File: src/rtl/ide_dec_pkg.sv
// Package: shared size encoding and width mask for the task-file decoder.
// Assumes a 32-bit port data path.
package ide_dec_pkg;

    localparam int DATA_W = 32;

    typedef enum logic [1:0] {
        SZ_BYTE = 2'b00,
        SZ_HALF = 2'b01,
        SZ_WORD = 2'b10,
        SZ_BAD  = 2'b11
    } acc_size_e;

    // Mask of the bytes an access of the given size covers; code 11 covers all.
    function automatic logic [DATA_W-1:0] width_mask(input logic [1:0] sz);
        logic [DATA_W-1:0] m;
        case (acc_size_e'(sz))
            SZ_BYTE: m = DATA_W'(32'h0000_00FF);
            SZ_HALF: m = DATA_W'(32'h0000_FFFF);
            default: m = '1;
        endcase
        return m;
    endfunction

endpackage

File: src/rtl/ide_access_check.sv
// ide_access_check: decides whether a port access is legal and which task-file
// register it targets. Command-block bytes map to index = offset; wide accesses
// are legal only at offset 0; the control window takes one byte offset, mapped
// into the upper bank with a fixed bias. Assumes at most one request per cycle.
module ide_access_check
    import ide_dec_pkg::*;
#(
    parameter int ADDR_W   = 3,
    parameter int IDX_W    = 4,
    parameter int CTL_OFF  = 2,
    parameter int CTL_BIAS = 2
) (
    input  logic              clk,
    input  logic              rst_n,
    input  logic              sel_blk,
    input  logic              sel_ctl,
    input  logic              wr_en,
    input  logic [ADDR_W-1:0] addr,
    input  logic [1:0]        size,
    output logic              accept,
    output logic              tf_rd,
    output logic              tf_wr,
    output logic [IDX_W-1:0]  tf_idx
);

    localparam int CTL_AW = ADDR_W - 1;
    localparam int LOW_W  = IDX_W - 1;

    logic blk_only, ctl_only, blk_ok, ctl_ok, wide;

    // Legality of the access for each window.
    always_comb begin
        blk_only = sel_blk & ~sel_ctl;
        ctl_only = sel_ctl & ~sel_blk;
        wide     = (acc_size_e'(size) == SZ_HALF) || (acc_size_e'(size) == SZ_WORD);
        blk_ok   = blk_only && ((acc_size_e'(size) == SZ_BYTE) ||
                                (wide && (addr == '0)));
        ctl_ok   = ctl_only && (acc_size_e'(size) == SZ_BYTE) &&
                   (addr == ADDR_W'(CTL_OFF));
        accept   = blk_ok | ctl_ok;
    end

    // Register index: offset in the lower bank, biased offset in the upper bank.
    always_comb begin
        if (ctl_only)
            tf_idx = {1'b1, LOW_W'(addr[CTL_AW-1:0]) + LOW_W'(CTL_BIAS)};
        else
            tf_idx = IDX_W'(addr);
    end

    // Downstream strobes follow the accepted direction.
    always_comb begin
        tf_rd = accept & ~wr_en;
        tf_wr = accept &  wr_en;
    end

    assert_strobe_excl_R5: assert property (@(posedge clk) disable iff (!rst_n)
        !(tf_rd && tf_wr));

    assert_wide_idx_zero_R2: assert property (@(posedge clk) disable iff (!rst_n)
        ((tf_rd || tf_wr) && (size != 2'b00)) |-> (tf_idx == '0 && sel_blk));

    assert_ctl_idx_R3: assert property (@(posedge clk) disable iff (!rst_n)
        ((tf_rd || tf_wr) && sel_ctl) |-> (tf_idx == IDX_W'(12) && size == 2'b00));

    assert_no_size3_R6: assert property (@(posedge clk) disable iff (!rst_n)
        (size == 2'b11) |-> !(tf_rd || tf_wr));

    assert_dual_sel_R7: assert property (@(posedge clk) disable iff (!rst_n)
        (sel_blk && sel_ctl) |-> !(tf_rd || tf_wr));

endmodule

File: src/rtl/ide_read_shaper.sv
// ide_read_shaper: forms the read response word. Accepted reads take the
// register data masked to the access width; refused reads give all ones over
// that width; writes give zero. Purely combinational.
module ide_read_shaper
    import ide_dec_pkg::*;
(
    input  logic              wr_en,
    input  logic              accept,
    input  logic [1:0]        size,
    input  logic [DATA_W-1:0] tf_rdata,
    output logic [DATA_W-1:0] rdata
);

    // Select masked register data, all-ones filler, or zero.
    always_comb begin
        if (wr_en)
            rdata = '0;
        else if (accept)
            rdata = tf_rdata & width_mask(size);
        else
            rdata = width_mask(size);
    end

endmodule

File: src/rtl/ide_rsp_reg.sv
// ide_rsp_reg: registers the response so it appears one cycle after the
// request. Each cycle with a select high counts as one request.
module ide_rsp_reg
    import ide_dec_pkg::*;
(
    input  logic              clk,
    input  logic              rst_n,
    input  logic              req,
    input  logic              wr_en,
    input  logic [DATA_W-1:0] rdata_in,
    output logic              rsp_valid,
    output logic [DATA_W-1:0] rsp_rdata
);

    // Capture the response word and its strobe.
    always_ff @(posedge clk) begin
        if (!rst_n) begin
            rsp_valid <= 1'b0;
            rsp_rdata <= '0;
        end else begin
            rsp_valid <= req;
            rsp_rdata <= req ? rdata_in : '0;
        end
    end

    assert_rsp_follows_R8: assert property (@(posedge clk) disable iff (!rst_n)
        req |=> rsp_valid);

    assert_rsp_idle_R8: assert property (@(posedge clk) disable iff (!rst_n)
        !req |=> !rsp_valid);

    assert_wr_rsp_zero_R8: assert property (@(posedge clk) disable iff (!rst_n)
        ($past(rst_n) && $past(req && wr_en)) |-> (rsp_rdata == '0));

endmodule

File: src/rtl/ide_port_decoder.sv
// ide_port_decoder: top of the task-file port decoder for one IDE channel.
// Validates each access against window, offset and size; forwards legal ones
// to the channel in the request cycle; returns a response one cycle later.
// Assumes requests are presented for one cycle each, with inputs stable.
module ide_port_decoder
    import ide_dec_pkg::*;
#(
    parameter int ADDR_W = 3,
    parameter int IDX_W  = 4
) (
    input  logic              clk,
    input  logic              rst_n,
    input  logic              sel_blk,
    input  logic              sel_ctl,
    input  logic              wr_en,
    input  logic [ADDR_W-1:0] addr,
    input  logic [1:0]        size,
    input  logic [DATA_W-1:0] wdata,
    output logic              rsp_valid,
    output logic [DATA_W-1:0] rsp_rdata,
    output logic              tf_rd,
    output logic              tf_wr,
    output logic [IDX_W-1:0]  tf_idx,
    output logic [1:0]        tf_width,
    output logic [DATA_W-1:0] tf_wdata,
    input  logic [DATA_W-1:0] tf_rdata
);

    logic              req;
    logic              accept;
    logic [DATA_W-1:0] shaped;

    // Any select counts as a request, legal or not.
    always_comb req = sel_blk | sel_ctl;

    // Width code and masked write data go straight to the channel.
    always_comb begin
        tf_width = size;
        tf_wdata = wdata & width_mask(size);
    end

    ide_access_check #(
        .ADDR_W (ADDR_W),
        .IDX_W  (IDX_W)
    ) u_check (
        .clk     (clk),
        .rst_n   (rst_n),
        .sel_blk (sel_blk),
        .sel_ctl (sel_ctl),
        .wr_en   (wr_en),
        .addr    (addr),
        .size    (size),
        .accept  (accept),
        .tf_rd   (tf_rd),
        .tf_wr   (tf_wr),
        .tf_idx  (tf_idx)
    );

    ide_read_shaper u_shape (
        .wr_en    (wr_en),
        .accept   (accept),
        .size     (size),
        .tf_rdata (tf_rdata),
        .rdata    (shaped)
    );

    ide_rsp_reg u_rsp (
        .clk       (clk),
        .rst_n     (rst_n),
        .req       (req),
        .wr_en     (wr_en),
        .rdata_in  (shaped),
        .rsp_valid (rsp_valid),
        .rsp_rdata (rsp_rdata)
    );

    assert_reject_byte_R4: assert property (@(posedge clk) disable iff (!rst_n)
        ($past(rst_n) && $past(req && !wr_en && !tf_rd && size == 2'b00))
        |-> (rsp_rdata == DATA_W'(32'h0000_00FF)));

    assert_reset_quiet_R11: assert property (@(posedge clk)
        $past(!rst_n) |-> (!rsp_valid && rsp_rdata == '0));

endmodule

File: config.mk
export PLATFORM = sky130hd
export DESIGN_NAME = ide_port_decoder
export DESIGN_NICKNAME = d
export VERILOG_FILES = /design/src/rtl/ide_dec_pkg.sv /design/src/rtl/ide_access_check.sv /design/src/rtl/ide_read_shaper.sv /design/src/rtl/ide_rsp_reg.sv /design/src/rtl/ide_port_decoder.sv
export SDC_FILE = /design/constraint.sdc
export NUM_CORES = 1
export LEC_CHECK = 0
export BUFFER_PORTS_ARGS = -buffer_cell sky130_fd_sc_hd__buf_2
export CORE_MARGIN = 5
export CORE_UTILIZATION = 35
export CTS_CLUSTER_DIAMETER = 80
export CTS_CLUSTER_SIZE = 28
export DETAILED_ROUTE_END_ITERATION = 10
export MAX_ROUTING_LAYER = met4
export PLACE_DENSITY = 0.86
export SLEW_MARGIN = 20
export SYNTH_ARGS = -nofsm -noshare
export SYNTH_HDL_FRONTEND = slang
export SYNTH_SLANG_ARGS = --single-unit
File: constraint.sdc
create_clock -name clk -period 1.7 [get_ports clk]
set_input_delay 0.085 -clock clk [delete_from_list [all_inputs] [get_ports clk]]
set_output_delay 0.085 -clock clk [all_outputs]
set_load 0.02 [all_outputs]
==> impl_results.md <==
- Worst min path class: primary input to flip-flop
- Layout cells sized above 1: 0.5121
- Final core utilization: 0.5475
- Cell accounting for the most synthesized area: dfxtp_1
- Layout Cell Area excl Fill: 2206 sq um
- VDD IR max: 0.0003615 V
- Hold buffers post-CTS: 0
- Top-area cell type share of the netlist area: 0.4521
- Dpl cells: 331
- Initial antenna violation count: 0
- WHS: 19.41 ps
- Xor and xnor area share after synthesis: 0.005993
- ANT nets after route: 0
- Critical Path AT: 1500 ps
- Largest net degree at the start of global routing: 25
- Vias: 1557
- Syn nets: 244
- Sinks on Clock Net: 33
- Drt wl/cell: 12.95 um
- Total CTS buffers: 5
- Clk root buf: clkbuf_8
- Initial drt markers: 37
- Hold Vio Cnt, Final: 0
- TNS Setup: 0 ps
- DR vias/cell: 4.593
- Synthesis-to-finish area growth: 50.94%
- Commonest non-fill, non-tap cell in the layout: buf_2
- GR Overflow Total: 0
- Setup Viol. Count Final: 0
- Netlist cell types: 23
- # DRC: 0
- RSZ-0062 raised after global routing: false
- CP startpoint kind: primary input
- Setup repair bufs after CTS: 0
- Die Span Y: 74.62 um
- Flop and latch count out of synthesis: 33
- Most frequent cells in the layout: buf_2, dfxtp_1, a21oi_1
- Port buffer count: 130
- Final WL: 4.391 mm
- Core ar.: 4029 sq um
- Clock slew at reported path FFs: 60 ps
- Chip width: 74.62 um
- Ports: 147
- WS Path Type: primary input to primary output
- Ranking of synthesized cells by area: dfxtp_1, a21oi_1, buf_4
- Main combinational cell family by area after synthesis: simple AND/OR/NAND/NOR gates
- First-pass DRT Iterations: 5
- Run status: finished, final reports clean
- Synthesized instance count: 168
- Lkg Pwr: 1.219 nW
- Critical Path Start: size[0]
- Synth warn: 0
- Compound-Gate Fraction of Synth Area: 0.1884
- Post-Synth Simple-Gate Area: 0.2080
- Syn avg cell area: 8.699 sq um
- Post-CTS Resized: 0
- Ant diodes: 0
- Max clock buf depth: 2
- Rows: 23
- Synth Area in Adders: 0.01712
- Post-synthesis mux area share: 0.007705
- Register area share after synthesis: 0.4521
- FMAX: 630.7 MHz
- Starting Density: 0.3627
- Area post-placement: 2090 sq um
- Placed wire-length estimate: 3.541 mm
- WP data required: 1620 ps
- Final std cells w/o fill: 339
- Crit end category: primary output
- Final min period: 1585 ps
- Die Area: 5567 sq um
- Vias in the first global route: 1554
- Syn Std Cell Area: 1461 sq um
- CTS tree: done
- Maxcap violations: 0
- HP Start: tf_rdata[13]
- First-pass GRT wire length: 6.548 mm
- Crit share post-route: 0.9326
- GPL Wtd Cong: 0.6937
- Worst slew margin relative to its limit: 0.7564
- Max Slew Vio Count: 0
- Max FO, Critical Path: 3
- H-tree levels: 2
- Pwr dens: 900.1 nW/um^2
- GRT Util Overall: 0.1593
- Fin nets: 364
- Least-Margin Pin Slew: 360.9 ps
cell type report:
| class | count | area, sq um |
|---|---|---|
| Sequential cell | 33 | 660.6 |
| Inverter | 5 | 18.77 |
| Fill cell | 370 | 1823 |
| Clock buffer | 7 | 86.33 |
| Tap cell | 50 | 62.56 |
| Multi-Input combinational cell | 105 | 624.3 |
| Timing Repair Buffer | 138 | 723.2 |
| Clock inverter | 1 | 30.03 |
synthesized netlist by cell type (all sizes together):
master   instances
dfxtp           33
a21oi           26
nor2            25
and2            16
buf             16
clkbuf           9
o21a             9
o311ai           8
nor2b            7
inv              5
ha               2
nand2b           2
a21o             1
and2b            1
and3             1
mux2             1
nand2            1
nand3            1
nand4bb          1
or2              1
or4b             1
xnor2            1
report_power, final:
part           internal (mW)  leakage [nW]  switching (mW)
Sequential             0.812         0.271         0.00790
Combinational          0.176         0.889           0.252
Clock                  0.477        0.0585           0.260
Total                   1.47          1.22           0.520
worst max-delay path, cell delays in order:
cell	delay (ps)
buf_2	100
inv_1	40
ha_1	250
or4b_4	460
a21o_1	220
a21oi_1	150
buf_2	180
per-layer routing:
metal  global-route usage  part of all wire  vias to the layer above
met3              0.04806             0.094                        9
met1               0.1553              0.38                      678
met4              0.07115             0.018                        0
li1                     -                 -                      783
met5                    -                 0                        -
met2               0.2888              0.51                       87
flip-flops by register name (all words and copies together) (netlist names):
| register | cells |
|---|---|
| u_rsp.rsp_rdata | 32 |
| u_rsp.rsp_valid | 1 |
path summary, 6_finish.rpt:
check	slack [ps]	cells after the start	endpoint
max	110	7	tf_rd
min	20	2	u_rsp.rsp_rdata[13]
through the flow:
step	total power [mW]	setup slack, ps
after floorplan	1.112	110.7
after global placement	1.262	110.6
after detailed placement	1.270	79.20
after CTS	2.012	110.9
after global routing	2.085	66.74
final	1.985	114.5
cells by family (layout without fill, tap and decap cells):
group | count (synthesis) | in the layout
AND/OR/NAND/NOR | 57 | 57
multiplexers | 1 | 1
flip-flops | 33 | 33
AO/OA/AOI/OAI | 44 | 44
adder cells (fa/ha/maj) | 2 | 2
XOR/XNOR | 1 | 1
buffers and inverters | 30 | 151
(Power assumes the default switching activity.)
